$ cat config.mk
export PLATFORM = sky130hd
export DESIGN_NAME = dnr_divstep
export DESIGN_NICKNAME = d
export VERILOG_FILES = /design/src/rtl/dnr_pkg.sv /design/src/rtl/dnr_cmd_decode.sv /design/src/rtl/dnr_step_core.sv /design/src/rtl/dnr_sequencer.sv /design/src/rtl/dnr_divstep.sv
export SDC_FILE = /design/constraint.sdc
export NUM_CORES = 1
export LEC_CHECK = 0
export ABC_AREA = 1
export ABC_CLOCK_PERIOD_IN_PS = 3100
export BUFFER_PORTS_ARGS = -buffer_cell sky130_fd_sc_hd__clkbuf_2
export CORE_MARGIN = 1.5
export CORE_UTILIZATION = 50
export DETAILED_ROUTE_END_ITERATION = 10
export GPL_ROUTABILITY_DRIVEN = 1
export PLACE_DENSITY = 0.81
export SYNTH_ARGS = -nofsm -noshare
export SYNTH_HDL_FRONTEND = slang
export SYNTH_SLANG_ARGS = --single-unit
$ cat constraint.sdc
create_clock -name clk -period 3.1 [get_ports clk]
set_clock_uncertainty 0.15 [all_clocks]
set_input_delay 0.31 -clock clk [delete_from_list [all_inputs] [get_ports clk]]
set_output_delay 0.31 -clock clk [all_outputs]
set_load 0.05 [all_outputs]
$ cat src/rtl/dnr_pkg.sv
package dnr_pkg;

    // Decoded command accepted in a given cycle
    typedef enum logic [2:0] {
        CMD_NONE    = 3'd0,
        CMD_SETUP_U = 3'd1,
        CMD_SETUP_S = 3'd2,
        CMD_STEP    = 3'd3,
        CMD_RUN     = 3'd4
    } dnr_cmd_e;

    // Architecturally visible status bits
    typedef struct packed {
        logic q;
        logic m;
        logic t;
    } dnr_flags_t;

    // Operation chosen for one step
    typedef enum logic {
        OP_ADD = 1'b0,
        OP_SUB = 1'b1
    } dnr_op_e;

    function automatic dnr_op_e pick_op(input dnr_flags_t f);
        return (f.q == f.m) ? OP_SUB : OP_ADD;
    endfunction

    function automatic dnr_flags_t signed_init(input logic dvd_msb, input logic dvs_msb);
        dnr_flags_t f;
        f.q = dvd_msb;
        f.m = dvs_msb;
        f.t = dvd_msb ^ dvs_msb;
        return f;
    endfunction

endpackage

$ cat src/rtl/dnr_cmd_decode.sv
module dnr_cmd_decode
    import dnr_pkg::*;
(
    input  logic     setup,
    input  logic     setup_signed,
    input  logic     step,
    input  logic     start,
    input  logic     busy,
    output dnr_cmd_e cmd
);
    // Priority when idle: setup, then start, then single step.
    always_comb begin
        cmd = CMD_NONE;
        if (!busy) begin
            if (setup)
                cmd = setup_signed ? CMD_SETUP_S : CMD_SETUP_U;
            else if (start)
                cmd = CMD_RUN;
            else if (step)
                cmd = CMD_STEP;
        end
    end
endmodule

$ cat src/rtl/dnr_step_core.sv
module dnr_step_core
    import dnr_pkg::*;
#(
    parameter int W = 32
) (
    input  logic [W-1:0] rem_in,
    input  dnr_flags_t   flags_in,
    input  logic         bit_in,
    input  logic [W-1:0] dvs,
    output logic [W-1:0] rem_out,
    output dnr_flags_t   flags_out
);
    logic [W-1:0] shifted;
    logic [W:0]   acc;
    logic         cy;
    logic         new_q;
    dnr_op_e      op;

    always_comb begin
        shifted = {rem_in[W-2:0], bit_in};
        op      = pick_op(flags_in);
        if (op == OP_SUB)
            acc = {1'b0, shifted} - {1'b0, dvs};
        else
            acc = {1'b0, shifted} + {1'b0, dvs};
        cy      = acc[W];
        new_q   = rem_in[W-1] ^ cy ^ flags_in.m;
        rem_out = acc[W-1:0];
        flags_out.q = new_q;
        flags_out.m = flags_in.m;
        flags_out.t = (new_q == flags_in.m);
    end
endmodule

$ cat src/rtl/dnr_sequencer.sv
module dnr_sequencer #(
    parameter int W = 32
) (
    input  logic clk,
    input  logic rst,
    input  logic launch,
    output logic running,
    output logic done
);
    localparam int CW = (W > 2) ? $clog2(W) : 1;
    localparam logic [CW-1:0] LAST = CW'(W - 1);

    logic [CW-1:0] cnt;

    always_ff @(posedge clk) begin
        if (rst) begin
            running <= 1'b0;
            done    <= 1'b0;
            cnt     <= '0;
        end else begin
            done <= 1'b0;
            if (running) begin
                cnt <= cnt + CW'(1);
                if (cnt == LAST) begin
                    running <= 1'b0;
                    done    <= 1'b1;
                    cnt     <= '0;
                end
            end else if (launch) begin
                running <= 1'b1;
                cnt     <= '0;
            end
        end
    end

    AST_DONE_SINGLE: assert property (@(posedge clk) disable iff (rst)
        done |=> !done);
    AST_DONE_ENDS_RUN: assert property (@(posedge clk) disable iff (rst)
        done |-> ($past(running) && !running));
    AST_LAUNCH_STARTS: assert property (@(posedge clk) disable iff (rst)
        (launch && !running) |=> running);
endmodule

$ cat src/rtl/dnr_divstep.sv
module dnr_divstep
    import dnr_pkg::*;
#(
    parameter int WIDTH = 32
) (
    input  logic               clk,
    input  logic               rst,
    input  logic               setup,
    input  logic               setup_signed,
    input  logic               step,
    input  logic               start,
    input  logic [WIDTH-1:0]   divisor,
    input  logic [2*WIDTH-1:0] dividend,
    output logic [WIDTH-1:0]   remainder,
    output logic [WIDTH-1:0]   quotient,
    output logic               q_bit,
    output logic               m_bit,
    output logic               t_bit,
    output logic               busy,
    output logic               done
);
    localparam int DW = 2 * WIDTH;

    dnr_cmd_e         cmd;
    dnr_flags_t       flags_r;
    dnr_flags_t       core_flags;
    logic [WIDTH-1:0] rem_r;
    logic [WIDTH-1:0] quo_r;
    logic [WIDTH-1:0] dvs_r;
    logic [WIDTH-1:0] core_rem;
    logic             run_active;
    logic             step_fire;
    logic             bit_in;

    dnr_cmd_decode u_dec (
        .setup        (setup),
        .setup_signed (setup_signed),
        .step         (step),
        .start        (start),
        .busy         (run_active),
        .cmd          (cmd)
    );

    dnr_sequencer #(.W(WIDTH)) u_seq (
        .clk     (clk),
        .rst     (rst),
        .launch  (cmd == CMD_RUN),
        .running (run_active),
        .done    (done)
    );

    // Sequenced steps feed the quotient register's top bit; single steps feed T.
    assign step_fire = run_active || (cmd == CMD_STEP);
    assign bit_in    = run_active ? quo_r[WIDTH-1] : flags_r.t;

    dnr_step_core #(.W(WIDTH)) u_core (
        .rem_in    (rem_r),
        .flags_in  (flags_r),
        .bit_in    (bit_in),
        .dvs       (dvs_r),
        .rem_out   (core_rem),
        .flags_out (core_flags)
    );

    always_ff @(posedge clk) begin
        if (rst) begin
            rem_r   <= '0;
            quo_r   <= '0;
            dvs_r   <= '0;
            flags_r <= '0;
        end else begin
            unique case (cmd)
                CMD_SETUP_U, CMD_SETUP_S: begin
                    rem_r   <= dividend[DW-1:WIDTH];
                    quo_r   <= dividend[WIDTH-1:0];
                    dvs_r   <= divisor;
                    flags_r <= (cmd == CMD_SETUP_S)
                               ? signed_init(dividend[DW-1], divisor[WIDTH-1])
                               : '0;
                end
                default: begin
                    if (step_fire) begin
                        rem_r   <= core_rem;
                        flags_r <= core_flags;
                    end
                    if (run_active)
                        quo_r <= {quo_r[WIDTH-2:0], flags_r.t};
                end
            endcase
        end
    end

    assign remainder = rem_r;
    assign quotient  = quo_r;
    assign q_bit     = flags_r.q;
    assign m_bit     = flags_r.m;
    assign t_bit     = flags_r.t;
    assign busy      = run_active;

    AST_UNSIGNED_CLEARS: assert property (@(posedge clk) disable iff (rst)
        (setup && !setup_signed && !busy) |=> (!q_bit && !m_bit && !t_bit));
    AST_SIGNED_T: assert property (@(posedge clk) disable iff (rst)
        (setup && setup_signed && !busy) |=> (t_bit == (q_bit ^ m_bit)));
    AST_T_AFTER_STEP: assert property (@(posedge clk) disable iff (rst)
        step_fire |=> (t_bit == (q_bit == m_bit)));
    AST_M_HELD: assert property (@(posedge clk) disable iff (rst)
        step_fire |=> $stable(m_bit));
    AST_BUSY_NO_SETUP: assert property (@(posedge clk) disable iff (rst)
        (busy && setup) |=> $stable(m_bit));
    AST_IDLE_HOLD: assert property (@(posedge clk) disable iff (rst)
        (!busy && !setup && !step && !start) |=>
            ($stable(remainder) && $stable(quotient) && $stable(t_bit)));
endmodule

==> reports/qor.csv <==
stage,metric,value,unit
grt,All-Layer GR Usage,31.7,%
synth,synth warn,0,
floorplanning,Rows,44,
grt,vias in the first global route,8023,
clock_network,Post-CTS Hold Buffers,0,
route,DRC viols,0,
finish,most frequent cells in the layout,"nand2_1, clkbuf_2, inv_1",
timing,worst setup margin,-0.330,ns
synth,Syn Std Cell Area,7330,um^2
synth,compound-cell area share of the yosys netlist,18.8,%
job,max-cap viol count,0,
route,drt first-iter violations,780,
clock_network,clk root buf,clkbuf_16,
placed_design,routability cong.,0.909,
finish,ratio of cells with drive above 1 in the final layout,34.0,%
clock_network,CTS tree,yes,
clock_network,worst skew pair latency,0.37,ns
clock_network,Worst-path clk slew,0.08,ns
finish,fin nets,1534,
synth,Post-synth EDFFs,0,
synth,Synth area leader,dfxtp_1,
finish,post-layout util,71.9,%
worst_setup_path,CP Launch Type,flip-flop,
worst_setup_path,Worst Path Max Fanout,5,
synth,Syn Nets,1292,
timing,unrepaired setup endpoints after global routing,yes,
timing,Max Slew Vio Count,0,
synth,post-synth cell types,48,
timing,fin crit share,111,%
synth,syn avg cell area,6.35,um^2
timing,relative slew slack,49.2,%
finish,number of antenna diodes,0,
floorplanning,Die Y-Extent,124,um
grt,initial antenna violation count,0,
route,post-DR wirelength/cell,16.5,um
run_status,failing checks,negative setup slack,
route,final wirelength,26200,um
route,via count,8944,
floorplanning,die area,15400,um^2
worst_setup_path,Setup CP Type,reg -> reg,
finish,Fill cells,1057,
route,Final ANT Viol Nets,0,
worst_setup_path,Worst Path Required,3.19,ns
clock_network,clock sink count,106,
timing,clock period minus worst slack,3.43,ns
synth,Post-Synth Adder-Cell Area,6.25,%
synth,Most used DFF post-synth,dfxtp_1,
synth,register area share after synthesis,28.9,%
grt,largest net degree at the start of global routing,71,
route,DR pass1 iterations,5,
synth,Cells after Synth,1154,
synth,simple-gate area share of the yosys netlist,30.1,%
worst_setup_path,Critical Path End Type,flip-flop,
floorplanning,Initial Util,50.8,%
timing,final setup fails,22,
grt,first-pass GRT wire length,38200,um
finish,Area Overhead vs Synth,41.4,%
hold_path,HP Class,in -> reg,
worst_setup_path,worst path arrival time,3.52,ns
synth,portion of netlist area occupied by mux cells,0,%
synth,asr flop ratio synth,0,%
clock_network,Longest Clk Path Bufs,2,
synth,area share of the largest cell type after synthesis,28.9,%
placed_design,post-DP HPWL,16800,um
synth,largest cells by area after synthesis,"dfxtp_1, nand2_1, inv_1, nor2_1, ha_1",
floorplanning,Core Area,14400,um^2
floorplanning,die width,124,um
floorplanning,num ports,171,
clock_network,Num CTS Buffers,9,
synth,largest family of logic cells by synthesized area,simple AND/OR/NAND/NOR gates,
clock_network,H-tree lvl count,3,
timing,Final Hold Viols,0,
synth,post-synthesis xor/xnor area fraction,5.14,%
pwr,Peak supply drop,0.000447,V
run_status,outcome,finished with violations,
finish,"most common cell after layout, fill and taps aside",nand2_1,
finish,"Design Area, Final",10400,um^2
grt,grt ovf,0,
pwr,Leak Pwr,5.20,nW
pwr,Power Dens Cells,885,nW/um^2
timing,fmax,292,MHz
route,Via density,5.64,
synth,Synth Register Bits,106,
placed_design,"Cell Area, Placed",8800,um^2
placed_design,Port Buf Inserts,170,
timing,actual slew at the worst max-slew pin,0.755,ns
## cell families (layout without fill, tap and decap cells)
| family | count (synthesis) | count (layout) |
|---|---|---|
| and+or+nand+nor | 532 | 532 |
| DFF | 106 | 106 |
| xor gates and xnor gates | 43 | 43 |
| AOI/OAI and AO/OA | 233 | 233 |
| adders and majority gates | 36 | 36 |
| buffers and inverters | 204 | 451 |
## report_power, final
group | internal [mW] | total (mW) | leakage [nW] | switching [mW]
logic | 2.42 | 6.17 | 4.17 | 3.75
clock network | 0.667 | 1.26 | 0.157 | 0.589
registers | 1.54 | 1.75 | 0.878 | 0.209
## cell usage after synthesis, drive strengths merged, types with 8 or more instances
master	instances
nor4	9
nor3	10
clkbuf	24
o211ai	8
buf	19
inv	160
a22oi	11
nand2	314
a21oi	78
nand3	58
o21ai	79
o21bai	16
a31oi	9
xor2	30
nor2	131
ha	35
dfxtp	106
a211oi	15
xnor2	13
## worst paths after layout
path	endpoint	slack (ns)	from	cells past startpoint
setup / recovery	remainder[31]	-0.33	dvs_r[0]	27
hold / removal	dvs_r[11]	0.01	divisor[11]	3
hold reg to reg	u_seq.cnt[3]	0.32	u_seq.cnt[3]	2
setup reg to reg	remainder[31]	-0.33	dvs_r[0]	27
## flip-flops by register name, indices dropped and copies added, names as in the netlist
name           flops
remainder         32
quotient          32
u_seq.cnt          5
dvs_r             32
u_seq.running      1
q_bit              1
m_bit              1
u_seq.done         1
t_bit              1
## critical path, stage by stage (launching register included)
cell and delay (ns):
dfxtp_2 0.33, inv_2 0.08, buf_6 0.11, nand3_4 0.07
nor2_4 0.10, nand2_2 0.08, nor2_4 0.11, buf_6 0.11
nand2_2 0.04, nand2_2 0.09, o21ai_2 0.07, inv_2 0.07
o21ai_4 0.07, o21bai_4 0.18, xor2_1 0.17, ha_1 0.34
buf_4 0.16, buf_6 0.11, nand2_4 0.07, o21ai_1 0.09
nand2_1 0.07, nand3_1 0.08, a21oi_2 0.15, nand2_1 0.08
nand2_1 0.07, nand3_1 0.09, nand2_1 0.09, a21oi_1 0.06
## area by class of cell
| class | instances | area, um^2 | share of cell area (%) |
|---|---|---|---|
| sequential | 106 | 2130 | 20.5 |
| inverter | 161 | 604 | 5.83 |
| timing repair buffer | 274 | 1720 | 16.6 |
| clock buffer | 10 | 239 | 2.31 |
| tap | 184 | 230 | 2.22 |
| multi-input combinational | 844 | 5360 | 51.7 |
| clock inverter | 6 | 81.3 | 0.785 |
## what timing repair did
item | in CTS | in global routing
gates cloned | 0 | 0
hold endpoints to repair | 0 | 0
pin swaps | 39 | 74
buffers inserted | 13 | 18
setup endpoints to repair | 22 | 25
gates resized for setup | 110 | 127
## routing by layer
metal	vias up	part of all wire (%)	track usage (%)
met1	4136	39	40.0
met5	-	0	0
met3	127	8.3	6.00
met2	476	47	53.2
met4	0	5.0	12.6
li1	4205	-	-
## stage by stage
step                hold slack [ns]  TNS (ns)  total power, mW  cells  setup slack (ns)
CTS                          0.0125     -3.35             7.96   1568            -0.251
floorplan                     0.293         0             4.64   1154            0.0556
global route                 0.0252     -8.30             9.64   1585            -0.541
global placement              0.304     -2.10             5.96   1540            -0.195
detailed placement            0.305     -3.84             6.00   1540            -0.292
finish                       0.0104     -4.57             9.17   1585            -0.330
(Power assumes the default switching activity.)
